`src/rtl/i2c_xact_pkg.sv`:
```
package i2c_xact_pkg;

  localparam logic [1:0] OP_PROBE = 2'd0;
  localparam logic [1:0] OP_WRITE = 2'd1;
  localparam logic [1:0] OP_READ  = 2'd2;

  localparam logic [1:0] BIT_START = 2'd0;
  localparam logic [1:0] BIT_STOP  = 2'd1;
  localparam logic [1:0] BIT_WRITE = 2'd2;
  localparam logic [1:0] BIT_READ  = 2'd3;

  typedef enum logic [2:0] {
    S_IDLE, S_START, S_CHIPW, S_ADDR, S_CHIPR, S_WDATA, S_RDATA, S_STOP
  } seq_state_e;

  // device address with high address bits optionally folded in
  function automatic logic [6:0] fold_chip(input logic [6:0] chip,
                                           input logic [31:0] addr,
                                           input logic [2:0] alen,
                                           input logic en,
                                           input logic [6:0] mask);
    logic [31:0] hi;
    hi = (alen >= 3'd4) ? 32'd0 : (addr >> {alen, 3'b000});
    return en ? (chip | (hi[6:0] & mask)) : chip;
  endfunction

  // byte idx of the address, 0 = least significant
  function automatic logic [7:0] addr_byte(input logic [31:0] addr,
                                           input logic [1:0] idx);
    logic [31:0] sh;
    sh = addr >> {idx, 3'b000};
    return sh[7:0];
  endfunction

endpackage

```
`src/rtl/i2c_xact_cmd.sv`:
```
module i2c_xact_cmd
  import i2c_xact_pkg::*;
#(
  parameter int AW   = 32,
  parameter int AL_W = 3
) (
  input  logic            clk,
  input  logic            rst_n,
  input  logic            load_i,
  input  logic [1:0]      op_i,
  input  logic [6:0]      chip_i,
  input  logic [AW-1:0]   addr_i,
  input  logic [AL_W-1:0] alen_i,
  input  logic            ovf_en_i,
  input  logic [6:0]      ovf_mask_i,
  output logic [1:0]      op_o,
  output logic [6:0]      chip_o,
  output logic [AW-1:0]   addr_o,
  output logic [AL_W-1:0] alen_o
);

  logic [6:0] chip_fold;
  assign chip_fold = fold_chip(chip_i, 32'(addr_i), 3'(alen_i), ovf_en_i, ovf_mask_i);

  always_ff @(posedge clk or negedge rst_n) begin
    if (!rst_n) begin
      op_o   <= OP_PROBE;
      chip_o <= '0;
      addr_o <= '0;
      alen_o <= '0;
    end else if (load_i) begin
      op_o   <= op_i;
      chip_o <= chip_fold;
      addr_o <= addr_i;
      alen_o <= alen_i;
    end
  end

endmodule

```
`src/rtl/i2c_xact_ctr.sv`:
```
module i2c_xact_ctr #(
  parameter int LEN_W = 8,
  parameter int AL_W  = 3
) (
  input  logic             clk,
  input  logic             rst_n,
  input  logic             load_i,
  input  logic [LEN_W-1:0] len_i,
  input  logic [AL_W-1:0]  alen_i,
  input  logic             addr_step_i,
  input  logic             data_step_i,
  input  logic             fail_inc_i,
  output logic [AL_W-1:0]  aidx_o,
  output logic [LEN_W-1:0] fail_o,
  output logic             addr_last_o,
  output logic             rem_last_o,
  output logic             rem_zero_o
);

  logic [LEN_W-1:0] rem_q;

  always_ff @(posedge clk or negedge rst_n) begin
    if (!rst_n) begin
      rem_q  <= '0;
      aidx_o <= '0;
      fail_o <= '0;
    end else if (load_i) begin
      rem_q  <= len_i;
      aidx_o <= alen_i;
      fail_o <= '0;
    end else begin
      if (addr_step_i) aidx_o <= aidx_o - 1'b1;
      if (data_step_i) rem_q  <= rem_q - 1'b1;
      if (fail_inc_i)  fail_o <= fail_o + 1'b1;
    end
  end

  assign addr_last_o = (aidx_o == AL_W'(1));
  assign rem_last_o  = (rem_q == LEN_W'(1));
  assign rem_zero_o  = (rem_q == '0);

endmodule

```
`src/rtl/i2c_xact_txmux.sv`:
```
module i2c_xact_txmux
  import i2c_xact_pkg::*;
#(
  parameter int AW   = 32,
  parameter int AL_W = 3
) (
  input  seq_state_e      st_i,
  input  logic [6:0]      chip_i,
  input  logic [AW-1:0]   addr_i,
  input  logic [AL_W-1:0] aidx_i,
  input  logic [7:0]      wr_data_i,
  output logic [7:0]      byte_o
);

  logic [AL_W-1:0] bidx;
  assign bidx = aidx_i - 1'b1;

  always_comb begin
    unique case (st_i)
      S_CHIPW: byte_o = {chip_i, 1'b0};
      S_CHIPR: byte_o = {chip_i, 1'b1};
      S_ADDR:  byte_o = addr_byte(32'(addr_i), 2'(bidx));
      S_WDATA: byte_o = wr_data_i;
      default: byte_o = 8'h00;
    endcase
  end

endmodule

```
`src/rtl/i2c_xact_seq.sv`:
```
module i2c_xact_seq
  import i2c_xact_pkg::*;
#(
  parameter int ADDR_BYTES = 4,
  parameter int LEN_W      = 8,
  localparam int AW        = 8 * ADDR_BYTES,
  localparam int AL_W      = $clog2(ADDR_BYTES + 1)
) (
  input  logic             clk,
  input  logic             rst_n,
  input  logic             start_i,
  input  logic [1:0]       op_i,
  input  logic [6:0]       chip_i,
  input  logic [AW-1:0]    addr_i,
  input  logic [AL_W-1:0]  alen_i,
  input  logic [LEN_W-1:0] len_i,
  input  logic             ovf_en_i,
  input  logic [6:0]       ovf_mask_i,
  input  logic [7:0]       wr_data_i,
  output logic             wr_take_o,
  output logic             rd_valid_o,
  output logic [7:0]       rd_data_o,
  output logic             eng_go_o,
  output logic [1:0]       eng_op_o,
  output logic [7:0]       eng_byte_o,
  output logic             eng_ack_o,
  input  logic             eng_done_i,
  input  logic             eng_nack_i,
  input  logic [7:0]       eng_rdata_i,
  output logic             busy_o,
  output logic             done_o,
  output logic             addr_nack_o,
  output logic [LEN_W-1:0] fail_cnt_o
);

  seq_state_e      st_q;
  logic            wait_q, rd_phase_q;
  logic [1:0]      op_q;
  logic [6:0]      chip_q;
  logic [AW-1:0]   addr_q;
  logic [AL_W-1:0] alen_q, aidx;
  logic            addr_last, rem_last, rem_zero;

  // named internal events
  logic accept, step, addr_step, data_step, fail_inc, addr_nack_evt;
  assign accept        = (st_q == S_IDLE) && start_i;
  assign step          = wait_q && eng_done_i;
  assign addr_nack_evt = step && eng_nack_i &&
                         (st_q == S_CHIPW || st_q == S_ADDR || st_q == S_CHIPR);
  assign addr_step     = step && (st_q == S_ADDR) && !eng_nack_i;
  assign data_step     = step && (st_q == S_WDATA || st_q == S_RDATA);
  assign fail_inc      = step && (st_q == S_WDATA) && eng_nack_i;

  i2c_xact_cmd #(.AW(AW), .AL_W(AL_W)) u_cmd (
    .clk, .rst_n, .load_i(accept), .op_i, .chip_i, .addr_i, .alen_i,
    .ovf_en_i, .ovf_mask_i,
    .op_o(op_q), .chip_o(chip_q), .addr_o(addr_q), .alen_o(alen_q)
  );

  i2c_xact_ctr #(.LEN_W(LEN_W), .AL_W(AL_W)) u_ctr (
    .clk, .rst_n, .load_i(accept), .len_i, .alen_i,
    .addr_step_i(addr_step), .data_step_i(data_step), .fail_inc_i(fail_inc),
    .aidx_o(aidx), .fail_o(fail_cnt_o), .addr_last_o(addr_last),
    .rem_last_o(rem_last), .rem_zero_o(rem_zero)
  );

  i2c_xact_txmux #(.AW(AW), .AL_W(AL_W)) u_txmux (
    .st_i(st_q), .chip_i(chip_q), .addr_i(addr_q), .aidx_i(aidx),
    .wr_data_i, .byte_o(eng_byte_o)
  );

  assign eng_go_o  = (st_q != S_IDLE) && !wait_q;
  assign wr_take_o = eng_go_o && (st_q == S_WDATA);
  assign eng_ack_o = (st_q == S_RDATA) && rem_last;
  assign busy_o    = (st_q != S_IDLE);

  always_comb begin
    unique case (st_q)
      S_START: eng_op_o = BIT_START;
      S_STOP:  eng_op_o = BIT_STOP;
      S_RDATA: eng_op_o = BIT_READ;
      S_IDLE:  eng_op_o = BIT_START;
      default: eng_op_o = BIT_WRITE;
    endcase
  end

  always_ff @(posedge clk or negedge rst_n) begin
    if (!rst_n) begin
      st_q        <= S_IDLE;
      wait_q      <= 1'b0;
      rd_phase_q  <= 1'b0;
      done_o      <= 1'b0;
      addr_nack_o <= 1'b0;
      rd_valid_o  <= 1'b0;
      rd_data_o   <= '0;
    end else begin
      done_o     <= 1'b0;
      rd_valid_o <= 1'b0;
      if (accept) begin
        st_q        <= S_START;
        wait_q      <= 1'b0;
        addr_nack_o <= 1'b0;
        rd_phase_q  <= (op_i == OP_READ) && (alen_i == '0);
      end else if (eng_go_o) begin
        wait_q <= 1'b1;
      end else if (step) begin
        wait_q <= 1'b0;
        if (addr_nack_evt) addr_nack_o <= 1'b1;
        unique case (st_q)
          S_START: st_q <= rd_phase_q ? S_CHIPR : S_CHIPW;
          S_CHIPW: begin
            if (eng_nack_i) st_q <= S_STOP;
            else if (op_q != OP_WRITE && op_q != OP_READ) st_q <= S_STOP;
            else if (alen_q != '0) st_q <= S_ADDR;
            else st_q <= rem_zero ? S_STOP : S_WDATA;
          end
          S_ADDR: begin
            if (eng_nack_i) st_q <= S_STOP;
            else if (addr_last)
              st_q <= (op_q == OP_READ || rem_zero) ? S_STOP : S_WDATA;
          end
          S_CHIPR: begin
            if (eng_nack_i || rem_zero) st_q <= S_STOP;
            else st_q <= S_RDATA;
          end
          S_WDATA: if (rem_last) st_q <= S_STOP;
          S_RDATA: begin
            rd_valid_o <= 1'b1;
            rd_data_o  <= eng_rdata_i;
            if (rem_last) st_q <= S_STOP;
          end
          S_STOP: begin
            if (op_q == OP_READ && !rd_phase_q && !addr_nack_o) begin
              rd_phase_q <= 1'b1;
              st_q       <= S_START;
            end else begin
              st_q   <= S_IDLE;
              done_o <= 1'b1;
            end
          end
          default: st_q <= S_IDLE;
        endcase
      end
    end
  end

  // ---------------- assertions ----------------
  logic rd_nack_q, abort_q;
  always_ff @(posedge clk or negedge rst_n) begin
    if (!rst_n) begin
      rd_nack_q <= 1'b0;
      abort_q   <= 1'b0;
    end else begin
      if (eng_go_o) rd_nack_q <= (eng_op_o == BIT_READ) && eng_ack_o;
      if (addr_nack_evt) abort_q <= 1'b1;
      else if (eng_go_o) abort_q <= 1'b0;
    end
  end


  go_spacing_chk: assert property (@(posedge clk) disable iff (!rst_n)
    eng_go_o |=> !eng_go_o);

  go_busy_chk: assert property (@(posedge clk) disable iff (!rst_n)
    eng_go_o |-> busy_o);

  done_idle_chk: assert property (@(posedge clk) disable iff (!rst_n)
    done_o |-> (!busy_o ##1 !done_o));

  last_read_stop_chk: assert property (@(posedge clk) disable iff (!rst_n)
    (eng_go_o && rd_nack_q) |-> (eng_op_o == BIT_STOP));

  abort_stop_chk: assert property (@(posedge clk) disable iff (!rst_n)
    (eng_go_o && abort_q) |-> (eng_op_o == BIT_STOP));

  fail_step_chk: assert property (@(posedge clk) disable iff (!rst_n)
    (fail_cnt_o != $past(fail_cnt_o)) |->
      ($past(accept) || fail_cnt_o == $past(fail_cnt_o) + 1'b1));

  take_write_chk: assert property (@(posedge clk) disable iff (!rst_n)
    wr_take_o |-> (eng_go_o && eng_op_o == BIT_WRITE));

endmodule

```
`config.mk`:
```
export PLATFORM = sky130hd
export DESIGN_NAME = i2c_xact_seq
export DESIGN_NICKNAME = d
export VERILOG_FILES = /design/src/rtl/i2c_xact_pkg.sv /design/src/rtl/i2c_xact_cmd.sv /design/src/rtl/i2c_xact_ctr.sv /design/src/rtl/i2c_xact_txmux.sv /design/src/rtl/i2c_xact_seq.sv
export SDC_FILE = /design/constraint.sdc
export NUM_CORES = 1
export LEC_CHECK = 0
export BUFFER_PORTS_ARGS = -buffer_cell sky130_fd_sc_hd__buf_4
export CAP_MARGIN = 20
export CORE_ASPECT_RATIO = 0.9
export CORE_MARGIN = 5
export CORE_UTILIZATION = 57
export DETAILED_ROUTE_END_ITERATION = 10
export PLACE_DENSITY = 0.86
export SKIP_LAST_GASP = 1
export SLEW_MARGIN = 20
export SYNTH_ARGS = -nofsm -noshare
export SYNTH_HDL_FRONTEND = slang
export SYNTH_SLANG_ARGS = --single-unit
```
`constraint.sdc`:
```
create_clock -name clk -period 4.2 [get_ports clk]
set_input_delay 0.42 -clock clk [delete_from_list [all_inputs] [get_ports clk]]
set_output_delay 0.42 -clock clk [all_outputs]
set_load 0.05 [all_outputs]
```
==> flow_summary_export.csv, run 1 <==
group,metric,value,unit
die,initial_core_util,59.06,%
clock_tree,cts_setup_buffers,0,
timing,slew_headroom,47.83,%
die,die_x,100.7,um
global_routing,grt_pass1_vias,3705,
synthesis,synth_seq_cells,79,
critical_path,critPathLaunchType,"flip-flop",
power_and_ir_drop,powerDensity,745.3,nW/um^2
global_routing,grt_max_degree,80,
drt,wl_per_cell,18.05,um
timing,timing.final.crit_share,77.69,%
power_and_ir_drop,p_seq_share,37.8,%
power_and_ir_drop,p_leak,2.544,nW
synthesis,synth_most_common_cell,"nand2_1",
synthesis,synth_commonest_cells,"nand2_1 (127), dfrtp_1 (79), clkbuf_1 (20), nor2_1 (19), o21ai_0 (19)",
clock_tree,cts_tree,"done",
timing,tns,0,ps
die,coreArea,7148,um^2
flow_run,maxCapViolCount,0,
cells_and_area,syn_to_final_growth,24.57,%
synthesis,syn-num-nets,526,
die,die_h,91.65,um
synthesis,synth_edf_count,0,
placed_design,hpwlAfterDp,8613,um
timing,post-route-min-period,3263,ps
timing,finalSetupViolations,0,
clock_tree,htree_levels,3,
timing,clock_skew,10.17,ps
placed_design,port_buffers,113,
synthesis,synthesis.area,4222,um^2
run_status,status,"completed",
drt,drc,0,
power_and_ir_drop,clkPwrFrac,12.7,%
drt,drtPass1Iterations,5,
critical_path,crit_type,"flip-flop to output pin",
critical_path,crit_path_end,"eng_byte_o[2]",
clock_tree,clkTransAtPathRegs,80,ps
global_routing,gr-total-overflow,0,
synthesis,synth.largest_area_cell,"dfrtp_1",
die,num_io_pins,114,
clock_tree,clock-root-buffer,"clkbuf_8",
drt,routed_wl,11430,um
die,num_rows,29,
hold_path,hp-class,"input pin to async pin",
synthesis,synth_area_leaders,"dfrtp_1 (47%), nand2_1 (11%), mux4_2 (8.0%)",
synthesis,synth_top_area_share,46.83,%
drt,num_vias,3798,
clock_tree,cts_resized,0,
power_and_ir_drop,p_sw,1.800,mW
clock_tree,clock_latency,350,ps
cells_and_area,antenna_cells,0,
global_routing,grt_usage,24.84,%
power_and_ir_drop,power,3.919,mW
cells_and_area,nets,623,
clock_tree,cts_buffer_depth,2,
placed_design,place.gp.congestion,0.9285,
drt,via_per_inst,6.000,
power_and_ir_drop,ir_drop,444.1,uV
clock_tree,cts_buffers,9,
critical_path,worstRegToRegCells,5,
critical_path,crit_path_max_fanout,10,
die,die_area,9230,um^2
cells_and_area,fillerInstances,512,
cells_and_area,drive_gt1_share,32.04,%
synthesis,yosys_warnings,0,
critical_path,endpoint_kind,"output pin",
timing,worstMarginPinSlew,779.7,ps
critical_path,r2r_slack,1770,ps
clock_tree,cts_hold_buffers,0,
global_routing,grt_first_pass_wirelength,18000,um
global_routing,antenna_found_initial,0,
synthesis,ys_seq_area_share,46.83,%
critical_path,cp-startpoint,"u_ctr.aidx_o[0]",
synthesis,synth_ff_type,"dfrtp_1",
synthesis,async_reset_ff_share,100.0,%
timing,slew_violations,0,
synthesis,syn_inst,438,
clock_tree,cts.sinks,79,
drt,antenna_left,0,
timing,rsz0062_at_grt,"no",
critical_path,cp_data_arrival_time,2840,ps
synthesis,syn_avg_cell_area,9.638,um^2
timing,finalHoldViolations,0,
drt,drt_first_iter_violations,315,
power_and_ir_drop,sw_frac_of_total,45.93,%
timing,fmax,306.5,MHz
critical_path,required,3780,ps
critical_path,reg2reg_from,"st_q[1]",
synthesis,synth.distinct_cells,55,
power_and_ir_drop,power.internal,2.119,mW
power_and_ir_drop,power_frac_comb,49.5,%
critical_path,timing.rr.end,"u_ctr.fail_o[7]",
==> sequential cells by signal (all words and copies together), names as in the netlist <==
signal / flops
done_o: 1
u_cmd.alen_o: 3
u_cmd.addr_o: 32
rd_phase_q: 1
u_cmd.chip_o: 7
wait_q: 1
addr_nack_o: 1
st_q: 3
rd_valid_o: 1
u_cmd.op_o: 2
u_ctr.fail_o: 8
u_ctr.aidx_o: 3
u_ctr.rem_q: 8
rd_data_o: 8
==> per-layer routing <==
layer | track usage (%) | routed length, um | vias to the layer above
li1 | - | - | 1744
met2 | 38.27 | 5305 | 218
met3 | 7.815 | 1256 | 27
met4 | 8.530 | 244 | 0
met5 | 0 | 0 | -
met1 | 33.38 | 4619 | 1809
==> worst min path at each step <==
| stage | start | endpoint | cells after the start |
|---|---|---|---|
| CTS | addr_i[23] | u_cmd.addr_o[23] | 3 |
| floorplan | rst_n | addr_nack_o | 0 |
| detailed placement | u_cmd.op_o[1] | u_cmd.op_o[1] | 2 |
| global route | rst_n | wait_q | 1 |
| global placement | u_cmd.alen_o[2] | u_cmd.alen_o[2] | 2 |
| finish | rst_n | wait_q | 1 |
==> metrics by stage <==
step / util, % / setup WS (ps) / std cells / hold WS [ps] / cell area (um^2)
5_1_grt: 73.57 / 703.9 / 633 / 146.3 / 5259
2_1_floorplan: - / 1678 / 438 / 124.4 / 4222
3_3_place_gp: 71.12 / 1537 / 617 / 458.5 / 5084
6_report: 73.57 / 937.1 / 633 / 86.99 / 5259
4_1_cts: 73.52 / 871.4 / 633 / 245.4 / 5255
3_5_place_dp: 71.12 / 1262 / 617 / 468.5 / 5084
==> cell families after synthesis <==
family                     Yosys count  synth area share (%)
xor gates and xnor gates             4                0.8300
muxes                               29                 11.65
and+or+nand+nor                    194                 20.75
DFF                                 79                 46.83
buffers and inverters               40                 3.764
adders and majority gates            7                 2.075
AOI/OAI and AO/OA                   85                 14.11
==> final cells by class <==
type / instances / area [um^2] / area share, %
flip-flops and latches: 79 / 1977 / 37.59
repair buffers: 115 / 867.1 / 16.49
multi-input cells: 319 / 2086 / 39.66
clock buffers: 10 / 127.6 / 2.427
clock inverters: 6 / 43.79 / 0.8327
well taps: 93 / 116.4 / 2.213
inverters: 11 / 41.29 / 0.7852
==> critical path, stage by stage (launching register included) <==
cell and delay [ps]:
dfrtp_1 680, inv_1 180, ha_1 560, mux4_2 370
a22oi_1 220, nor2_1 70, a31o_2 230, buf_4 190
==> power by group through the flow <==
stage | combinational, mW | clock, mW | sequential [mW]
after floorplan | 1.32 | 0 | 1.51
after global placement | 1.85 | 0 | 1.46
after detailed placement | 1.94 | 0 | 1.48
after CTS | 1.94 | 0.510 | 1.47
after global routing | 2.11 | 0.540 | 1.52
final | 1.94 | 0.498 | 1.48
==> cells in the final DEF (no fill, tap or decap), drive strengths merged, types with 4 or more instances in the layout <==
cell     Yosys  layout
nand4        4       4
a22oi        8       8
nand3        6       6
nor3         8       8
buf          9     115
nor2        19      19
dfrtp       79      79
a31o        10      10
clkbuf      20      10
inv         11      13
a31oi        8       8
a21oi        9       9
nand2      127     127
o21ai       19      19
ha           7       7
mux2        11      11
o2bb2ai      6       6
nor4         4       4
mux4        15      15
nor2b        5       5
o22ai        4       4
nand2b       4       4
No activity file was read; power rests on OpenSTA's default activity.
==> inputs of run 2 (changes only) <==
CORE_UTILIZATION = 48   (was 57)
PLACE_DENSITY = 0.77   (was 0.86)
clock period = 2.7 ns   (was 4.2 ns; I/O delays follow)
==> flow_summary_export.csv, run 2 (synthesis results as in run 1) <==
group,metric,value,unit
timing,tns,0,ps
cells_and_area,mostFrequentLayoutCells,"nand2_1 (127), buf_4 (119), dfrtp_1 (79)",
clock_tree,clock-root-buffer,"clkbuf_8",
critical_path,crit_path_max_fanout,9,
timing,whs,101.8,ps
timing,slew_headroom,52.17,%
timing,finalHoldViolations,0,
cells_and_area,largest_register_ff_count,32,
global_routing,grt_usage,21.36,%
die,num_rows,32,
timing,timing.final.crit_share,95.31,%
die,num_io_pins,114,
flow_run,maxCapViolCount,0,
timing,post-route-min-period,2573,ps
global_routing,grt_first_pass_wirelength,18060,um
drt,via_per_inst,5.681,
timing,fmax,388.6,MHz
global_routing,grt_pass1_vias,3669,
drt,drtPass1Iterations,7,
cells_and_area,final_area,5399,um^2
cells_and_area,drive_gt1_share,33.15,%
timing,finalSetupViolations,0,
power_and_ir_drop,power,6.321,mW
power_and_ir_drop,ir_drop,477.6,uV
clock_tree,clkTransAtPathRegs,90,ps
global_routing,gr-total-overflow,0,
die,die_h,98.97,um
timing,slew_violations,0,
clock_tree,htree_levels,3,
critical_path,crit_type,"flip-flop to output pin",
placed_design,hpwlAfterDp,8342,um
placed_design,port_buffers,113,
clock_tree,cts.sinks,79,
placed_design,place.gp.congestion,0.8789,
hold_path,hp-class,"input pin to flip-flop",
clock_tree,cts_buffer_depth,2,
die,die_area,10770,um^2
cells_and_area,fillerInstances,732,
die,coreArea,8568,um^2
global_routing,antenna_found_initial,0,
cells_and_area,syn_to_final_growth,27.89,%
cells_and_area,top_register,"u_cmd.addr_o",
run_status,status,"completed",
critical_path,critPathLaunchType,"flip-flop",
die,initial_core_util,49.27,%
drt,wl_per_cell,16.95,um
clock_tree,cts_tree,"done",
placed_design,detailed_place.area,5154,um^2
drt,drc,0,
cells_and_area,final_common_cell,"nand2_1",
drt,drt_first_iter_violations,217,
power_and_ir_drop,powerDensity,1171,nW/um^2
clock_tree,cts_buffers,9,
power_and_ir_drop,p_leak,2.603,nW
timing,clock_skew,11.21,ps
cells_and_area,fin_cells,665,
cells_and_area,final_util,63.01,%
timing,finalWorstSetupSlack,126.5,ps
drt,num_vias,3778,
critical_path,endpoint_kind,"output pin",
placed_design,place_ws,408.5,ps
die,die_x,108.9,um
timing,worstMarginPinSlew,717.5,ps
placed_design,dp_cells,648,
clock_tree,clock_latency,350,ps
critical_path,required,2430,ps
cells_and_area,antenna_cells,0,
global_routing,grt_max_degree,80,
critical_path,cp_data_arrival_time,2300,ps
timing,rsz0062_at_grt,"no",
drt,antenna_left,0,
cells_and_area,nets,629,
drt,routed_wl,11270,um
[run 2: changes by cell type in the layout (fill, tap and decap cells not counted), sizes merged]
cell,change
dlygate4sd3,+1
clkinv,-1
buf,+5
bufinv,+2
inv,+1
clkbuf,-1
clkinvlp,-1
[run 2: final timing paths]
| check | start | endpoint | slack [ps] | cells after the start |
|---|---|---|---|---|
| worst min-delay path | addr_i[7] | u_cmd.addr_o[7] | 100 | 3 |
| worst max register to register | st_q[1] | u_ctr.rem_q[1] | 360 | 5 |
| worst min register to register | u_cmd.addr_o[4] | u_cmd.addr_o[4] | 480 | 2 |
| max in group asynchronous | rst_n | st_q[2] | 1690 | 2 |
| min in group asynchronous | rst_n | rd_data_o[5] | 510 | 2 |
| worst max-delay path | u_ctr.aidx_o[0] | eng_byte_o[6] | 130 | 7 |
[run 2: final cells by class]
class                           instances  area, um^2  area share, %
Clock inverter                          7       102.6          1.900
Multi-Input combinational cell        319        2091          38.73
Clock buffer                            9       123.9          2.294
Timing Repair Buffer                  121       914.6          16.94
Inverter                               11       41.29         0.7648
Sequential cell                        79        1977          36.62
Tap cell                              119       148.9          2.758
[run 2: report_power, final]
group | switching [mW] | internal [mW] | total [mW]
clock | 0.461 | 0.534 | 0.994
combinational | 1.87 | 1.28 | 3.15
sequential | 0.458 | 1.72 | 2.18
[run 2: timing repair]
item | in CTS | in global routing
endpoints found under the hold margin | 0 | 10
setup buffers | 0 | 0
gates resized for setup | 0 | 2
hold buffers | 0 | 1
endpoints found under the setup margin | 0 | 7
[run 2: critical path: stages, from the launching register on]
cell and delay (ps):
dfrtp_1 350, inv_1 70, ha_2 470, mux4_2 380, a22oi_1 190, nor2_1 60
a31o_2 230, buf_4 180
[run 2: layer usage]
layer / routed length, um / global-route usage [%]
met1: 4885 / 29.66
met2: 5293 / 33.25
met3: 841 / 5.239
met4: 248 / 6.311
met5: 0 / 0
==> inputs of run 3 (changes only) <==
CORE_MARGIN = default   (was 5)
REMOVE_ABC_BUFFERS = 1   (was default)
==> flow_summary_export.csv, run 3 (synthesis results as in run 1) <==
group,metric,value,unit
timing,timing.final.crit_share,92.63,%
die,die_area,9175,um^2
power_and_ir_drop,power,6.199,mW
timing,fmax,399.8,MHz
drt,num_vias,3698,
critical_path,crit_path_max_fanout,9,
cells_and_area,antenna_cells,0,
clock_tree,cts_tree,"done",
critical_path,critPathLaunchType,"flip-flop",
timing,whs,105.9,ps
drt,drtPass1Iterations,5,
drt,routed_wl,10570,um
cells_and_area,drive_gt1_share,33.21,%
drt,wl_per_cell,15.85,um
clock_tree,clock-root-buffer,"clkbuf_8",
power_and_ir_drop,ir_drop,666.1,uV
power_and_ir_drop,powerDensity,1148,nW/um^2
power_and_ir_drop,p_leak,2.598,nW
clock_tree,cts_setup_buffers,0,
global_routing,grt_max_degree,80,
timing,slew_violations,0,
die,initial_core_util,49.27,%
drt,drc,0,
cells_and_area,mostFrequentLayoutCells,"nand2_1 (127), buf_4 (121), dfrtp_1 (79)",
critical_path,crit_type,"flip-flop to output pin",
die,coreArea,8568,um^2
timing,tns,0,ps
clock_tree,cts_buffers,9,
critical_path,cp_data_arrival_time,2230,ps
cells_and_area,final_common_cell,"nand2_1",
clock_tree,htree_levels,3,
timing,finalSetupViolations,0,
cells_and_area,nets,631,
drt,antenna_left,0,
clock_tree,clkTransAtPathRegs,80,ps
critical_path,required,2430,ps
global_routing,gr-total-overflow,0,
placed_design,place.gp.congestion,0.8868,
timing,slew_headroom,56.07,%
cells_and_area,syn_to_final_growth,27.92,%
timing,rsz0062_at_grt,"no",
drt,via_per_inst,5.544,
die,die_h,90.97,um
placed_design,port_buffers,113,
hold_path,hp-class,"input pin to flip-flop",
global_routing,grt_pass1_vias,3631,
timing,post-route-min-period,2501,ps
placed_design,detailed_place.area,5161,um^2
cells_and_area,largest_register_ff_count,32,
timing,clock_skew,11.57,ps
cells_and_area,final_area,5400,um^2
clock_tree,cts_buffer_depth,2,
critical_path,endpoint_kind,"output pin",
clock_tree,clock_latency,350,ps
die,die_x,100.9,um
global_routing,grt_first_pass_wirelength,17020,um
placed_design,hpwlAfterDp,7433,um
drt,drt_first_iter_violations,209,
flow_run,maxCapViolCount,0,
die,num_io_pins,114,
clock_tree,cts.sinks,79,
global_routing,antenna_found_initial,0,
cells_and_area,final_util,63.03,%
run_status,status,"completed",
die,num_rows,32,
timing,finalHoldViolations,0,
timing,worstMarginPinSlew,658.2,ps
cells_and_area,top_register,"u_cmd.addr_o",
global_routing,grt_usage,24.01,%
==> run 3: power breakdown <==
part	switching, mW	internal, mW	leakage (nW)
Combinational	1.88	1.30	1.51
Clock	0.451	0.432	0.0968
Sequential	0.411	1.72	0.987
Total	2.75	3.45	2.60
==> run 3: cell type report <==
| cell class | instances | area [um^2] |
|---|---|---|
| clock buffers | 10 | 127.6 |
| clock inverters | 6 | 68.82 |
| fillers | 742 | 3168 |
| inverters | 11 | 41.29 |
| multi-input cells | 319 | 2091 |
| flip-flops and latches | 79 | 1977 |
| well taps | 119 | 148.9 |
| repair buffers | 123 | 945.9 |
==> run 3: timing repair <==
action,4_1_cts,5_1_grt
hold buffers,0,1
resized for setup,0,2
setup endpoints to repair,0,7
endpoints found under the hold margin,0,19
==> run 3: worst paths after layout <==
check | from | endpoint | cells past startpoint | slack [ps]
setup / recovery | u_ctr.aidx_o[0] | eng_byte_o[5] | 7 | 200
hold / removal | addr_i[7] | u_cmd.addr_o[7] | 3 | 110
hold reg to reg | u_cmd.addr_o[10] | u_cmd.addr_o[10] | 2 | 480
min in group asynchronous | rst_n | u_ctr.rem_q[4] | 2 | 330
max in group asynchronous | rst_n | u_ctr.rem_q[7] | 3 | 1780
setup reg to reg | st_q[1] | u_ctr.rem_q[1] | 5 | 540
==> run 3: per-stage QoR <==
stage / std cells / setup slack (ps)
2_1_floorplan: 409 / -362.1
3_3_place_gp: 649 / 528.0
3_5_place_dp: 649 / 466.4
4_1_cts: 665 / 74.36
5_1_grt: 667 / 87.30
6_report: 667 / 198.9
==> run 3: layer usage <==
metal  share of wire (%)  vias to the layer above  wire [um]  track usage, %
met3                 6.2                       13        652           4.003
met5                   0                        -          0               0
met1                  45                     1781       4722           32.82
li1                    -                     1756          -               -
met4                 1.5                        0        162           9.300
met2                  48                      148       5036           38.30
==> run 3: critical path, stage by stage, from the launching register on <==
cell	delay (ps)
dfrtp_1	350
inv_1	70
ha_2	460
mux4_2	320
a22oi_1	170
nor2_1	60
a31o_2	250
buf_4	190
